$ cat src/rtl/spi_brg_pkg.sv
package spi_brg_pkg;
  typedef enum logic [1:0] {
    MODE_TIMER    = 2'd0,
    MODE_SPI_IDLE = 2'd1,
    MODE_SPI_RUN  = 2'd2
  } brg_mode_e;

  localparam int unsigned BRG_SPI_MIN = 2;

  function automatic brg_mode_e decode_mode(input logic en, input logic mst, input logic busy);
    if (!en) return MODE_TIMER;
    if (mst && busy) return MODE_SPI_RUN;
    return MODE_SPI_IDLE;
  endfunction
endpackage

$ cat src/rtl/brg_reload_regs.sv
module brg_reload_regs #(
  parameter int unsigned BYTE_W = 8,
  parameter int unsigned NBYTES = 2,
  localparam int unsigned W = BYTE_W * NBYTES
) (
  input  logic              clk,
  input  logic              rst_n,
  input  logic [NBYTES-1:0] wr_en,
  input  logic [BYTE_W-1:0] wr_byte,
  output logic [W-1:0]      reload_raw,
  output logic [W-1:0]      reload_spi
);
  import spi_brg_pkg::*;

  function automatic logic [W-1:0] clamp_spi(input logic [W-1:0] v);
    return (v < W'(BRG_SPI_MIN)) ? W'(BRG_SPI_MIN) : v;
  endfunction

  for (genvar g = 0; g < NBYTES; g++) begin : g_byte
    logic [BYTE_W-1:0] byte_q;
    always_ff @(posedge clk or negedge rst_n) begin
      if (!rst_n)        byte_q <= '0;
      else if (wr_en[g]) byte_q <= wr_byte;
    end
    assign reload_raw[g*BYTE_W +: BYTE_W] = byte_q;

    assert_byte_capture_R1: assert property (@(posedge clk) disable iff (!rst_n)
      wr_en[g] |=> (byte_q == $past(wr_byte)));
  end

  assign reload_spi = clamp_spi(reload_raw);
endmodule

$ cat src/rtl/brg_down_counter.sv
module brg_down_counter #(
  parameter int unsigned W = 16
) (
  input  logic                  clk,
  input  logic                  rst_n,
  input  spi_brg_pkg::brg_mode_e mode,
  input  logic [W-1:0]          reload_raw,
  input  logic [W-1:0]          reload_spi,
  output logic [W-1:0]          count,
  output logic                  expire
);
  import spi_brg_pkg::*;

  function automatic logic [W-1:0] next_count(input brg_mode_e m, input logic [W-1:0] c,
                                              input logic ex, input logic [W-1:0] rr,
                                              input logic [W-1:0] rs);
    case (m)
      MODE_SPI_IDLE: return rs;
      MODE_SPI_RUN:  return ex ? rs : c - W'(1);
      default:       return ex ? rr : c - W'(1);
    endcase
  endfunction

  assign expire = (mode != MODE_SPI_IDLE) && (count == W'(1));

  always_ff @(posedge clk or negedge rst_n) begin
    if (!rst_n) count <= '0;
    else        count <= next_count(mode, count, expire, reload_raw, reload_spi);
  end

  assert_idle_hold_R4: assert property (@(posedge clk) disable iff (!rst_n)
    (mode == MODE_SPI_IDLE) |=> (count == $past(reload_spi)));
  assert_timer_reload_R7: assert property (@(posedge clk) disable iff (!rst_n)
    (expire && mode == MODE_TIMER) |=> (count == $past(reload_raw)));
  assert_spi_reload_R3: assert property (@(posedge clk) disable iff (!rst_n)
    (expire && mode == MODE_SPI_RUN) |=> (count >= W'(BRG_SPI_MIN)));
endmodule

$ cat src/rtl/brg_sck_gen.sv
module brg_sck_gen (
  input  logic                  clk,
  input  logic                  rst_n,
  input  spi_brg_pkg::brg_mode_e mode,
  input  logic                  cpol,
  input  logic                  expire,
  output logic                  sck,
  output logic                  half_tick,
  output logic                  timeout
);
  import spi_brg_pkg::*;

  assign half_tick = expire && (mode == MODE_SPI_RUN);
  assign timeout   = expire && (mode == MODE_TIMER);

  always_ff @(posedge clk or negedge rst_n) begin
    if (!rst_n)                    sck <= 1'b0;
    else if (mode != MODE_SPI_RUN) sck <= cpol;
    else if (half_tick)            sck <= ~sck;
  end

  assert_sck_idle_R4: assert property (@(posedge clk) disable iff (!rst_n)
    (mode != MODE_SPI_RUN) |=> (sck == $past(cpol)));
  assert_edge_on_tick_R2: assert property (@(posedge clk) disable iff (!rst_n)
    half_tick |=> (sck != $past(sck)));
  assert_no_hold_edge_R2: assert property (@(posedge clk) disable iff (!rst_n)
    (mode == MODE_SPI_RUN && !half_tick) |=> $stable(sck));
  assert_tick_spacing_R3: assert property (@(posedge clk) disable iff (!rst_n)
    half_tick |=> !half_tick);
endmodule

$ cat src/rtl/spi_brg_timer.sv
module spi_brg_timer #(
  parameter int unsigned BYTE_W = 8,
  localparam int unsigned NBYTES = 2,
  localparam int unsigned CNT_W  = BYTE_W * NBYTES
) (
  input  logic              clk,
  input  logic              rst_n,
  input  logic              spi_en,
  input  logic              master_mode,
  input  logic              xfer_busy,
  input  logic              cpol,
  input  logic              wr_hi,
  input  logic              wr_lo,
  input  logic [BYTE_W-1:0] wr_byte,
  output logic              sck,
  output logic              half_tick,
  output logic              timeout
);
  import spi_brg_pkg::*;

  brg_mode_e        mode;
  logic [CNT_W-1:0] reload_raw;
  logic [CNT_W-1:0] reload_spi;
  logic [CNT_W-1:0] count;
  logic             expire;

  assign mode = decode_mode(spi_en, master_mode, xfer_busy);

  brg_reload_regs #(.BYTE_W(BYTE_W), .NBYTES(NBYTES)) u_regs (
    .clk(clk), .rst_n(rst_n), .wr_en({wr_hi, wr_lo}), .wr_byte(wr_byte),
    .reload_raw(reload_raw), .reload_spi(reload_spi)
  );

  brg_down_counter #(.W(CNT_W)) u_cnt (
    .clk(clk), .rst_n(rst_n), .mode(mode), .reload_raw(reload_raw),
    .reload_spi(reload_spi), .count(count), .expire(expire)
  );

  brg_sck_gen u_sck (
    .clk(clk), .rst_n(rst_n), .mode(mode), .cpol(cpol), .expire(expire),
    .sck(sck), .half_tick(half_tick), .timeout(timeout)
  );

  assert_pulse_exclusive_R8: assert property (@(posedge clk) disable iff (!rst_n)
    !(half_tick && timeout));
  assert_timeout_disabled_R8: assert property (@(posedge clk) disable iff (!rst_n)
    timeout |-> !spi_en);
  assert_count_nonzero_R5: assert property (@(posedge clk) disable iff (!rst_n)
    (spi_en && count == '0) |=> (count != '0));
endmodule

$ cat config.mk
export PLATFORM = sky130hd
export DESIGN_NAME = spi_brg_timer
export DESIGN_NICKNAME = d
export VERILOG_FILES = /design/src/rtl/spi_brg_pkg.sv /design/src/rtl/brg_reload_regs.sv /design/src/rtl/brg_down_counter.sv /design/src/rtl/brg_sck_gen.sv /design/src/rtl/spi_brg_timer.sv
export SDC_FILE = /design/constraint.sdc
export NUM_CORES = 1
export LEC_CHECK = 0
export BUFFER_PORTS_ARGS = -buffer_cell sky130_fd_sc_hd__buf_2
export CORE_MARGIN = 2
export CORE_UTILIZATION = 61
export DETAILED_ROUTE_END_ITERATION = 12
export PLACE_DENSITY = 0.86
export SYNTH_ARGS = -nofsm -noshare
export SYNTH_HDL_FRONTEND = slang
export SYNTH_SLANG_ARGS = --single-unit
$ cat constraint.sdc
create_clock -name clk -period 4.26 [get_ports clk]
set_input_delay 0.852 -clock clk [delete_from_list [all_inputs] [get_ports clk]]
set_output_delay 0.852 -clock clk [all_outputs]
set_load 0.005 [all_outputs]
Word level (Yosys, flattened, before mapping)
Index checks and enable logic that the tools add are counted.
{"block": "classes", "multipliers": 0, "addsub": 1, "magnitude_cmp": 1, "div": 0, "n_mux": 12, "shift": 0, "eq_ne": 5, "reduce_logical": 6, "bitwise_logic": 1}
{"operator": "16-bit 2-to-1 mux", "n": 3}
{"operator": "16-bit case mux with 2 select lines", "n": 1}
{"operator": "16-bit by 1-bit == test with 1-bit output, second input constant", "n": 1}
{"operator": "16-bit by 2-bit less-than comparator with 1-bit output, second input constant", "n": 1}
{"operator": "16-bit by 1-bit subtractor with 16-bit output, second input constant", "n": 1}
{"operator": "2-bit 2-to-1 mux", "n": 4}
{"operator": "1-bit logical AND", "n": 4}
{"operator": "1-bit 2-to-1 mux", "n": 4}
{"operator": "2-bit by 1-bit == test with 1-bit output, second input constant", "n": 1}
{"operator": "2-bit == test, second input constant", "n": 1}
{"operator": "2-bit logical NOT", "n": 1}
{"operator": "2-bit by 1-bit inequality test with 1-bit output, second input constant", "n": 1}
{"operator": "2-bit inequality test, second input constant", "n": 1}
{"operator": "2-bit nonzero test", "n": 1}
{"operator": "1-bit inverter", "n": 1}
{"block": "word_totals", "latchBits": 0, "output_inout_bits": 3, "mem_bits_rw": 0, "reg_bits": 33, "word_cells": 30, "in_bits": 16, "memories": 0, "rom_bits": 0}

Longest topological paths before layout
Gate-level depths: netlist (run 1).
{"block": "depth", "word_depth": 10, "ltp_mapped": 8}

Hierarchy
Synthesis (run 1) repeated with hierarchy kept, for this count alone.
{"block": "unflattened", "cells_unflattened": 218, "hier_area_um2": 2070.7}
{"module": "brg_down_counter", "cells_each": 154, "instances": 1, "area_per_inst_um2": 1267.5}
{"module": "brg_reload_regs", "cells_each": 56, "instances": 1, "area_per_inst_um2": 705.7}
{"module": "brg_sck_gen", "cells_each": 6, "instances": 1, "area_per_inst_um2": 80.1}
{"module": "spi_brg_timer", "cells_each": 2, "instances": 1, "area_per_inst_um2": 17.5}

Worst setup path before layout (run 1)
No wires, ideal clock.
{"block": "synth_path", "kind": "input-to-output", "startpoint": "input port spi_en", "endpoint": "output port half_tick", "arrival_ps": 1558, "cell_stages": 3, "setup_slack_ps": 1850, "cell_sequence": "a21boi_1 > clkbuf_1 > nor3_1"}
{"block": "synth_via", "elab_chain_len": 4, "word_cells_on_any_way": 5, "cone_classes": "2 x eq/ne; 1 x mux; 2 x reduce/logical"}
{"item": "start: declaration", "line": "spi_brg_timer.sv:8", "source": "input logic spi_en,"}
{"item": "2-bit 2-to-1 mux (*)", "line": "spi_brg_pkg.sv:12", "source": "if (mst && busy) return MODE_SPI_RUN;"}
{"item": "2-bit by 1-bit inequality test with 1-bit output", "line": "brg_down_counter.sv:24", "source": "assign expire = (mode != MODE_SPI_IDLE) && (count == W'(1));"}
{"item": "1-bit logical AND", "line": "brg_down_counter.sv:24"}
{"item": "1-bit logical AND (*)", "line": "brg_sck_gen.sv:13", "source": "assign half_tick = expire && (mode == MODE_SPI_RUN);"}
{"item": "end: declaration", "line": "spi_brg_timer.sv:16", "source": "output logic half_tick,"}
Mark *: on every way between the ends. The rest lies on a longest branch, timed or not.

Worst setup path after layout (run 1)
{"block": "layout_path", "startpoint": "register u_cnt.count[1]", "endpoint": "output port half_tick"}
{"block": "layout_via", "elab_chain_len": 3}
{"item": "start: declaration", "line": "brg_down_counter.sv:9", "source": "output logic [W-1:0] count,"}
{"item": "start signal: assignment", "line": "brg_down_counter.sv:28", "source": "else count <= next_count(mode, count, expire, reload_raw, reload_spi);"}
{"item": "16-bit by 1-bit == test with 1-bit output", "line": "brg_down_counter.sv:24"}
{"item": "1-bit logical AND", "line": "brg_down_counter.sv:24"}
{"item": "1-bit logical AND", "line": "brg_sck_gen.sv:13"}
Every way passes these cells.

==> summary.txt, run 1 <==
Logic synthesis
  – Synth warn: 0
  – Synth area leaders: dfrtp_1, mux2_2, o21ai_0
  – Synth Area in Adders: 0.0148
  – Yosys reg bits: 33
  – Synth Area in XOR/XNOR: 0.0572
  – Seq/Total Area, Yosys: 0.490
  – Post-Syn Area per Cell: around 11 um2
  – FFs w/ async S/R, synth: 1.00
  – Cell Area, Synth: about 0.0017 mm2
  – EDFF count, synth: 0
  – Top FF cell, synth: dfrtp_1
  – Synth area leader: dfrtp_1
  – Main combinational cell family by area after synthesis: simple AND/OR/NAND/NOR gates
  – Count leader, synth: dfrtp_1
  – Yosys top cell area share: 0.490
  – Net Count, Synth: 173
  – Post-synthesis simple-gate area fraction: 0.175
  – Syn Inst Count: ~160
  – Synth top cells by count: dfrtp_1, o21ai_0, mux2_2
  – Synth unique cells: 35
  – Mux cell area share after synthesis: 0.100
  – Synth Area in Compound Gates: 0.128

Die
  – Die Height: about 57 um
  – Core ar.: between 0.002 and 0.003 mm2
  – Initial core utilization: 0.627
  – Total Die Area: between 0.003 and 0.004 mm2
  – Ports: 19
  – Rows: 19
  – Die X: 56.6 um

Power and ir drop
  – Pwr Density: 409 mW/mm2
  – Maximum VDD drop: between 200 and 300 uV
  – Total Power: 0.749 mW
  – P_leak: between 0.7 and 0.8 nW

Global routing
  – First-pass GRT wire length: 6.43 mm
  – Largest net degree at the start of global routing: 34
  – Vias in the first global route: 1329
  – Global Route Usage Sum: 0.266
  – Overflow after GRT: 0
  – Initial antenna violation count: 0

Critical path
  – Worst setup SP type: flip-flop
  – Reg2reg start: u_cnt.count[1]
  – Critical path arrival: 2.03 ns
  – Top cell family by delay on the critical path: simple AND/OR/NAND/NOR gates
  – Flop2flop setup slack: around 2.2 ns
  – Crit Path Max Fanout: 6
  – Worst Setup EP: half_tick
  – Reg-to-reg endpoint: u_cnt.count[1]
  – Slowest CP cell: dfrtp_1
  – Worst path required time: 3.41 ns
  – Critical path's largest stage delay: around 0.42 ns
  – CP Class: flip-flop to output port
  – WP buf/inv: 2
  – Critical-path cell list: inv_1 > ha_1 > nor4b_1 > nand4_1 > nor3_1 > buf_2
  – R2R cell count: 6
  – WP depth: 6
  – Critical path origin: u_cnt.count[1]
  – CP endpoint kind: output port

Final layout
  – Core Util, Final: 0.681
  – Final nets: 191
  – Filler cell count: ~210
  – Fraction of layout cells with a size suffix above 1: 0.254
  – Area Overhead vs Synth: 8.61%
  – Post-route cell area: 0.00183 mm2
  – Ant diodes: 0

Status
  – Outcome: complete, no violations

Timing
  – Finish-stage setup viols: 0
  – Setup Skew: approximately 0.0073 ns
  – Max-slew violations: 0
  – Setup TNS: 0 ns
  – Final Hold Viols: 0
  – Worst slew pin tran: 0.733 ns
  – Rel. slew slack: 0.511
  – Fin crit period: between 2 and 3 ns
  – RSZ-0062 raised after global routing: false
  – Final period util: 0.677
  – Fmax: 347 MHz

Clock tree
  – H-Tree Level Count: 2
  – Post-CTS setup buffer count: 0
  – Post-CTS resize count: 0
  – CTS tree: done
  – Max clock buf depth: 2
  – Sink Count: 33
  – Clock tree root buffer cell: clkbuf_4
  – CTS Buf Count: 5
  – Clock Pin Slew Worst Setup and Hold Paths: 0.09 ns
  – Skew-Pair Late Insertion Delay: ~0.32 ns
  – Post-CTS Hold Fix Bufs: 0

Placement
  – # port buffers: 18
  – Placer Congestion: 0.906
  – Dpl cell area: between 0.0015 and 0.002 mm2
  – HPWL after detailed placement: 2.70 mm

Detailed routing
  – Routed length per instance: 18.1 um
  – Remaining DRCs: 0
  – Total number of vias: around 1300
  – ANT nets after route: 0
  – Initial DRT Pass Iterations: 4
  – Post-Route WL: ~3.7 mm
  – Iter 0 DRT Violations: 75
  – Via density: between 6 and 7

Worst hold path
  – Worst hold path class: flip-flop to flip-flop

Run
  – Max-cap violations: 0
-- how the worst min path moves through the flow --
stage,start,end,slack [ns],cells after the start
after global routing,u_regs.g_byte[0].byte_q[0],u_regs.g_byte[0].byte_q[0],0.57,1
after detailed placement,u_regs.g_byte[0].byte_q[0],u_regs.g_byte[0].byte_q[0],0.52,1
final,u_regs.g_byte[0].byte_q[0],u_regs.g_byte[0].byte_q[0],0.55,1
after CTS,u_regs.g_byte[0].byte_q[0],u_regs.g_byte[0].byte_q[0],0.55,1
after floorplan,u_regs.g_byte[0].byte_q[0],u_regs.g_byte[0].byte_q[0],0.48,1
after global placement,u_regs.g_byte[0].byte_q[0],u_regs.g_byte[0].byte_q[0],0.51,1
-- power by group --
part           total, mW  internal, mW  switching, mW  leakage (nW)
combinational      0.148        0.0708         0.0773         0.318
sequential         0.430         0.360         0.0697         0.393
clock              0.171        0.0778         0.0930        0.0314
-- cells in the final DEF (no fill, tap or decap), types with 4 or more instances in the layout --
master,instances
buf_2,18
clkbuf_4,5
dfrtp_1,33
mux2_2,15
nand2_1,8
nand4_1,5
nor2_1,7
nor3_1,4
nor4_1,6
o21ai_0,23
xor2_1,8
-- kinds of logic after synthesis --
| kind of cell | count (synthesis) |
|---|---|
| and+or+nand+nor | 45 |
| xor gates and xnor gates | 11 |
| muxes | 15 |
| AOI/OAI and AO/OA | 38 |
| adders and majority gates | 2 |
| buffers and inverters | 11 |
| DFF | 33 |
-- worst reg2reg max path, delay by kind of cell (launching register included) --
family | cells | cell delay (ns)
buf+inv | 1 | 0.09
flops | 1 | 0.42
fa+ha+maj | 1 | 0.17
compound gates | 1 | 0.19
simple gates | 3 | 1.08
-- metal layers --
metal / GRT usage / wire length (um) / part of all wire
met1: 0.351 / 1540 / 0.42
met2: 0.437 / 1830 / 0.50
met3: 0.0622 / 258 / 0.070
met4: 0.0816 / 60 / 0.016
met5: 0 / 0 / 0
-- flip-flops by register name, summed over array words and instances (netlist names) --
signal                cells
u_cnt.count              16
u_sck.sck                 1
u_regs.g_byte.byte_q     16
-- stage by stage --
| step | std cells | worst slack (ns) | hold WS (ns) |
|---|---|---|---|
| 2_1_floorplan | 155 | 1.85 | 0.481 |
| 3_3_place_gp | 197 | 1.83 | 0.508 |
| 3_5_place_dp | 197 | 1.76 | 0.517 |
| 4_1_cts | 204 | 1.40 | 0.553 |
| 5_1_grt | 204 | 1.21 | 0.569 |
| 6_report | 204 | 1.38 | 0.546 |
-- area by class of cell --
type                            instances  area [um2]  share of cell area
Sequential cell                        33         826               0.451
Timing Repair Buffer                   19        97.6              0.0533
Tap cell                               31        38.8              0.0212
Multi-Input combinational cell        111         802               0.438
Clock buffer                            7        55.1              0.0301
Inverter                                3        11.3             0.00615
Power figures use the tool's default switching activity.
==> run 2, diff against run 1 <==
--- a/config.mk
+++ b/config.mk
@@ -5,11 +5,12 @@
 export SDC_FILE = /design/constraint.sdc
 export NUM_CORES = 1
 export LEC_CHECK = 0
+export ABC_AREA = 1
 export BUFFER_PORTS_ARGS = -buffer_cell sky130_fd_sc_hd__buf_2
 export CORE_MARGIN = 2
-export CORE_UTILIZATION = 61
+export CORE_UTILIZATION = 52
 export DETAILED_ROUTE_END_ITERATION = 12
-export PLACE_DENSITY = 0.86
+export PLACE_DENSITY = 0.78
 export SYNTH_ARGS = -nofsm -noshare
 export SYNTH_HDL_FRONTEND = slang
 export SYNTH_SLANG_ARGS = --single-unit
==> constraint.sdc (replaced) <==
create_clock -name clk -period 2.4 [get_ports clk]
set_input_delay 0.48 -clock clk [delete_from_list [all_inputs] [get_ports clk]]
set_output_delay 0.48 -clock clk [all_outputs]
set_load 0.005 [all_outputs]
==> summary.txt, run 2 <==
Timing
  – Finish-stage setup viols: 0 (unchanged)
  – Final period util: 0.861
  – Fmax: 484 MHz
  – Setup Skew: 0.00780 ns (+0.000548 ns)
  – Final Hold Viols: 0 (unchanged)
  – Max-slew violations: 0 (unchanged)
  – Worst slew pin tran: 0.721 ns (-0.0123 ns)
  – RSZ-0062 raised after global routing: false
  – Fin crit period: a little over 2 ns
  – Setup TNS: 0 ns (unchanged)
  – Hold WS: 0.195 ns (-0.351 ns)
  – Rel. slew slack: 0.519 (+0.00819)

Clock tree
  – Max clock buf depth: 2 (unchanged)
  – Sink Count: 33 (unchanged)
  – Post-CTS Hold Fix Bufs: 0 (unchanged)
  – CTS Buf Count: 5 (unchanged)
  – Clock Pin Slew Worst Setup and Hold Paths: 0.10 ns (about the same)
  – Post-CTS setup buffer count: 0 (unchanged)
  – CTS tree: done
  – Post-CTS resize count: 0 (unchanged)
  – Skew-Pair Late Insertion Delay: 0.33 ns (about the same)
  – H-Tree Level Count: 2 (unchanged)
  – Clock tree root buffer cell: clkbuf_4

Global routing
  – Initial antenna violation count: 0 (unchanged)
  – Overflow after GRT: 0 (unchanged)
  – Vias in the first global route: 1500 (+13%)
  – First-pass GRT wire length: 6.59 mm (+2.5%)
  – Largest net degree at the start of global routing: 34 (unchanged)
  – Global Route Usage Sum: 0.212 (-0.0542)

Placement
  – # port buffers: 18 (unchanged)
  – Dpl cell area: 0.00197 mm2 (+11%)
  – HPWL after detailed placement: 2.80 mm (+3.6%)
  – Placer Congestion: 0.845 (-6.7%)
  – Placed Cells incl. Taps: 296 (+50%)

Critical path
  – Crit Path Max Fanout: 5 (-1)
  – CP Class: flip-flop to output port
  – Flop2flop setup slack: 0.73 ns (-1.46 ns)
  – Worst path required time: 1.92 ns (-1.49 ns)
  – CP endpoint kind: output port
  – Critical path arrival: 1.59 ns (-0.44 ns)
  – Worst setup SP type: flip-flop
  – Reg-to-reg endpoint: u_cnt.count[14]
  – R2R cell count: 11 (+5)
  – Reg2reg start: u_cnt.count[1]

Detailed routing
  – Iter 0 DRT Violations: 43 (-43%)
  – Remaining DRCs: 0 (unchanged)
  – Routed length per instance: 11.7 um (-36%)
  – Total number of vias: 1484 (+11%)
  – Initial DRT Pass Iterations: 4 (unchanged)
  – Via density: 4.88 (-26%)
  – ANT nets after route: 0 (unchanged)
  – Post-Route WL: 3.54 mm (-4.0%)

Power and ir drop
  – P_leak: 1.01 nW (+36%)
  – Maximum VDD drop: 439 uV (+57%)
  – Pwr Density: 704 mW/mm2 (+72%)
  – Total Power: 1.42 mW (+90%)

Die
  – Initial core utilization: 0.547 (-0.0800)
  – Core ar.: 0.00339 mm2 (+26%)
  – Ports: 19 (unchanged)
  – Total Die Area: 0.00406 mm2 (+27%)
  – Rows: 21 (+2)
  – Die X: 63.7 um (+13%)
  – Die Height: 63.7 um (+13%)

Final layout
  – Most common cell after layout, fill and taps aside: nand2_1
  – Post-route cell area: 0.00202 mm2 (+10%)
  – Commonest cells after routing, fill and taps aside: nand2_1, nand3_1, dfrtp_1
  – Largest registers: u_cnt.count x16, u_regs.g_byte.byte_q x16, u_sck.sck x1
  – Final nets: 275 (+44%)
  – Area Overhead vs Synth: 8.83%
  – Ant diodes: 0 (unchanged)
  – Layout Cells excl Fill: 304 (+49%)
  – Filler cell count: 335 (+61%)
  – Fraction of layout cells with a size suffix above 1: 0.174 (-0.0799)

Logic synthesis
  – FFs w/ async S/R, synth: 1.00 (unchanged)
  – Seq/Total Area, Yosys: 0.445 (-0.0449)
  – Synth area leader: dfrtp_1
  – Yosys reg bits: 33 (unchanged)
  – Post-Syn Area per Cell: 7.83 um2 (-28%)
  – Net Count, Synth: 255 (+47%)
  – Syn Inst Count: 237 (+53%)
  – Count leader, synth: nand2_1
  – Synth unique cells: 23 (-34%)
  – Synth warn: 0 (unchanged)
  – Synth area leaders: dfrtp_1, nand2_1, nand3_1
  – Synth top cells by count: nand2_1, nand3_1, dfrtp_1
  – EDFF count, synth: 0 (unchanged)
  – Cell Area, Synth: 0.00186 mm2 (+10%)
  – Yosys top cell area share: 0.445 (-0.0449)
  – Top FF cell, synth: dfrtp_1

Status
  – Outcome: complete, no violations

Worst hold path
  – Worst hold path class: primary input to asynchronous set/reset pin

Run
  – Max-cap violations: 0 (unchanged)
-- run 2: changes by cell type in the layout (fill, tap and decap cells not counted), moves of 8 or more --
cell | before | now
nand3_1 | 3 | 34
inv_1 | 3 | 29
o21ai_0 | 23 | 14
nand2_1 | 8 | 54
mux2_2 | 15 | 7
nor2_1 | 7 | 31
-- run 2: kinds of logic after synthesis --
kind of cell	count (synthesis)	synth area share
and+or+nand+nor	131	0.324
muxes	7	0.0425
xor gates and xnor gates	6	0.0283
buffers and inverters	35	0.0796
DFF	33	0.445
AOI/OAI and AO/OA	23	0.0668
adders and majority gates	2	0.0135
-- run 2: area by class of cell --
type                    count  area [um2]  area share
inverters                  30         113      0.0558
clock inverters             2        10.0     0.00496
well taps                  46        57.6      0.0285
repair buffers             18        90.1      0.0446
flip-flops and latches     33         826       0.409
multi-input cells         169         882       0.437
clock buffers               6        41.3      0.0204
-- run 2: worst max path at each step --
stage | slack, ns | startpoint | end | cells past startpoint
6_report | 0.33 | u_cnt.count[1] | half_tick | 9
4_1_cts | 0.31 | u_cnt.count[1] | half_tick | 9
3_3_place_gp | 0.73 | u_cnt.count[1] | half_tick | 9
5_1_grt | 0.13 | u_cnt.count[1] | timeout | 9
2_1_floorplan | 0.84 | u_cnt.count[1] | half_tick | 8
3_5_place_dp | 0.70 | u_cnt.count[1] | half_tick | 9
-- run 2: report_power, final --
group	leakage, nW	internal, mW	total (mW)	switching, mW
Clock	0.0320	0.111	0.292	0.180
Combinational	0.577	0.155	0.388	0.232
Sequential	0.399	0.644	0.743	0.0983
-- run 2: routing by layer --
metal  GRT usage  vias up  wire [um]
met5           0        -          0
met4      0.0924        0         78
met3      0.0546        8        159
met2       0.333       31       1570
met1       0.278      655       1740
li1            -      790          -
-- run 2: critical path: stages, from the launching register on --
cell and delay [ns]:
dfrtp_1 0.41, inv_1 0.08, ha_1 0.16, inv_1 0.04, nor2_1 0.07, nand2_1 0.09
nor2_4 0.10, nand3_4 0.10, nor2_1 0.09, buf_2 0.11
-- run 2: metrics by stage --
stage          setup slack (ns)  utilization
6_report                  0.334        0.596
5_1_grt                   0.132        0.596
4_1_cts                   0.310        0.596
3_5_place_dp              0.701        0.581
3_3_place_gp              0.728        0.581
2_1_floorplan             0.841            -
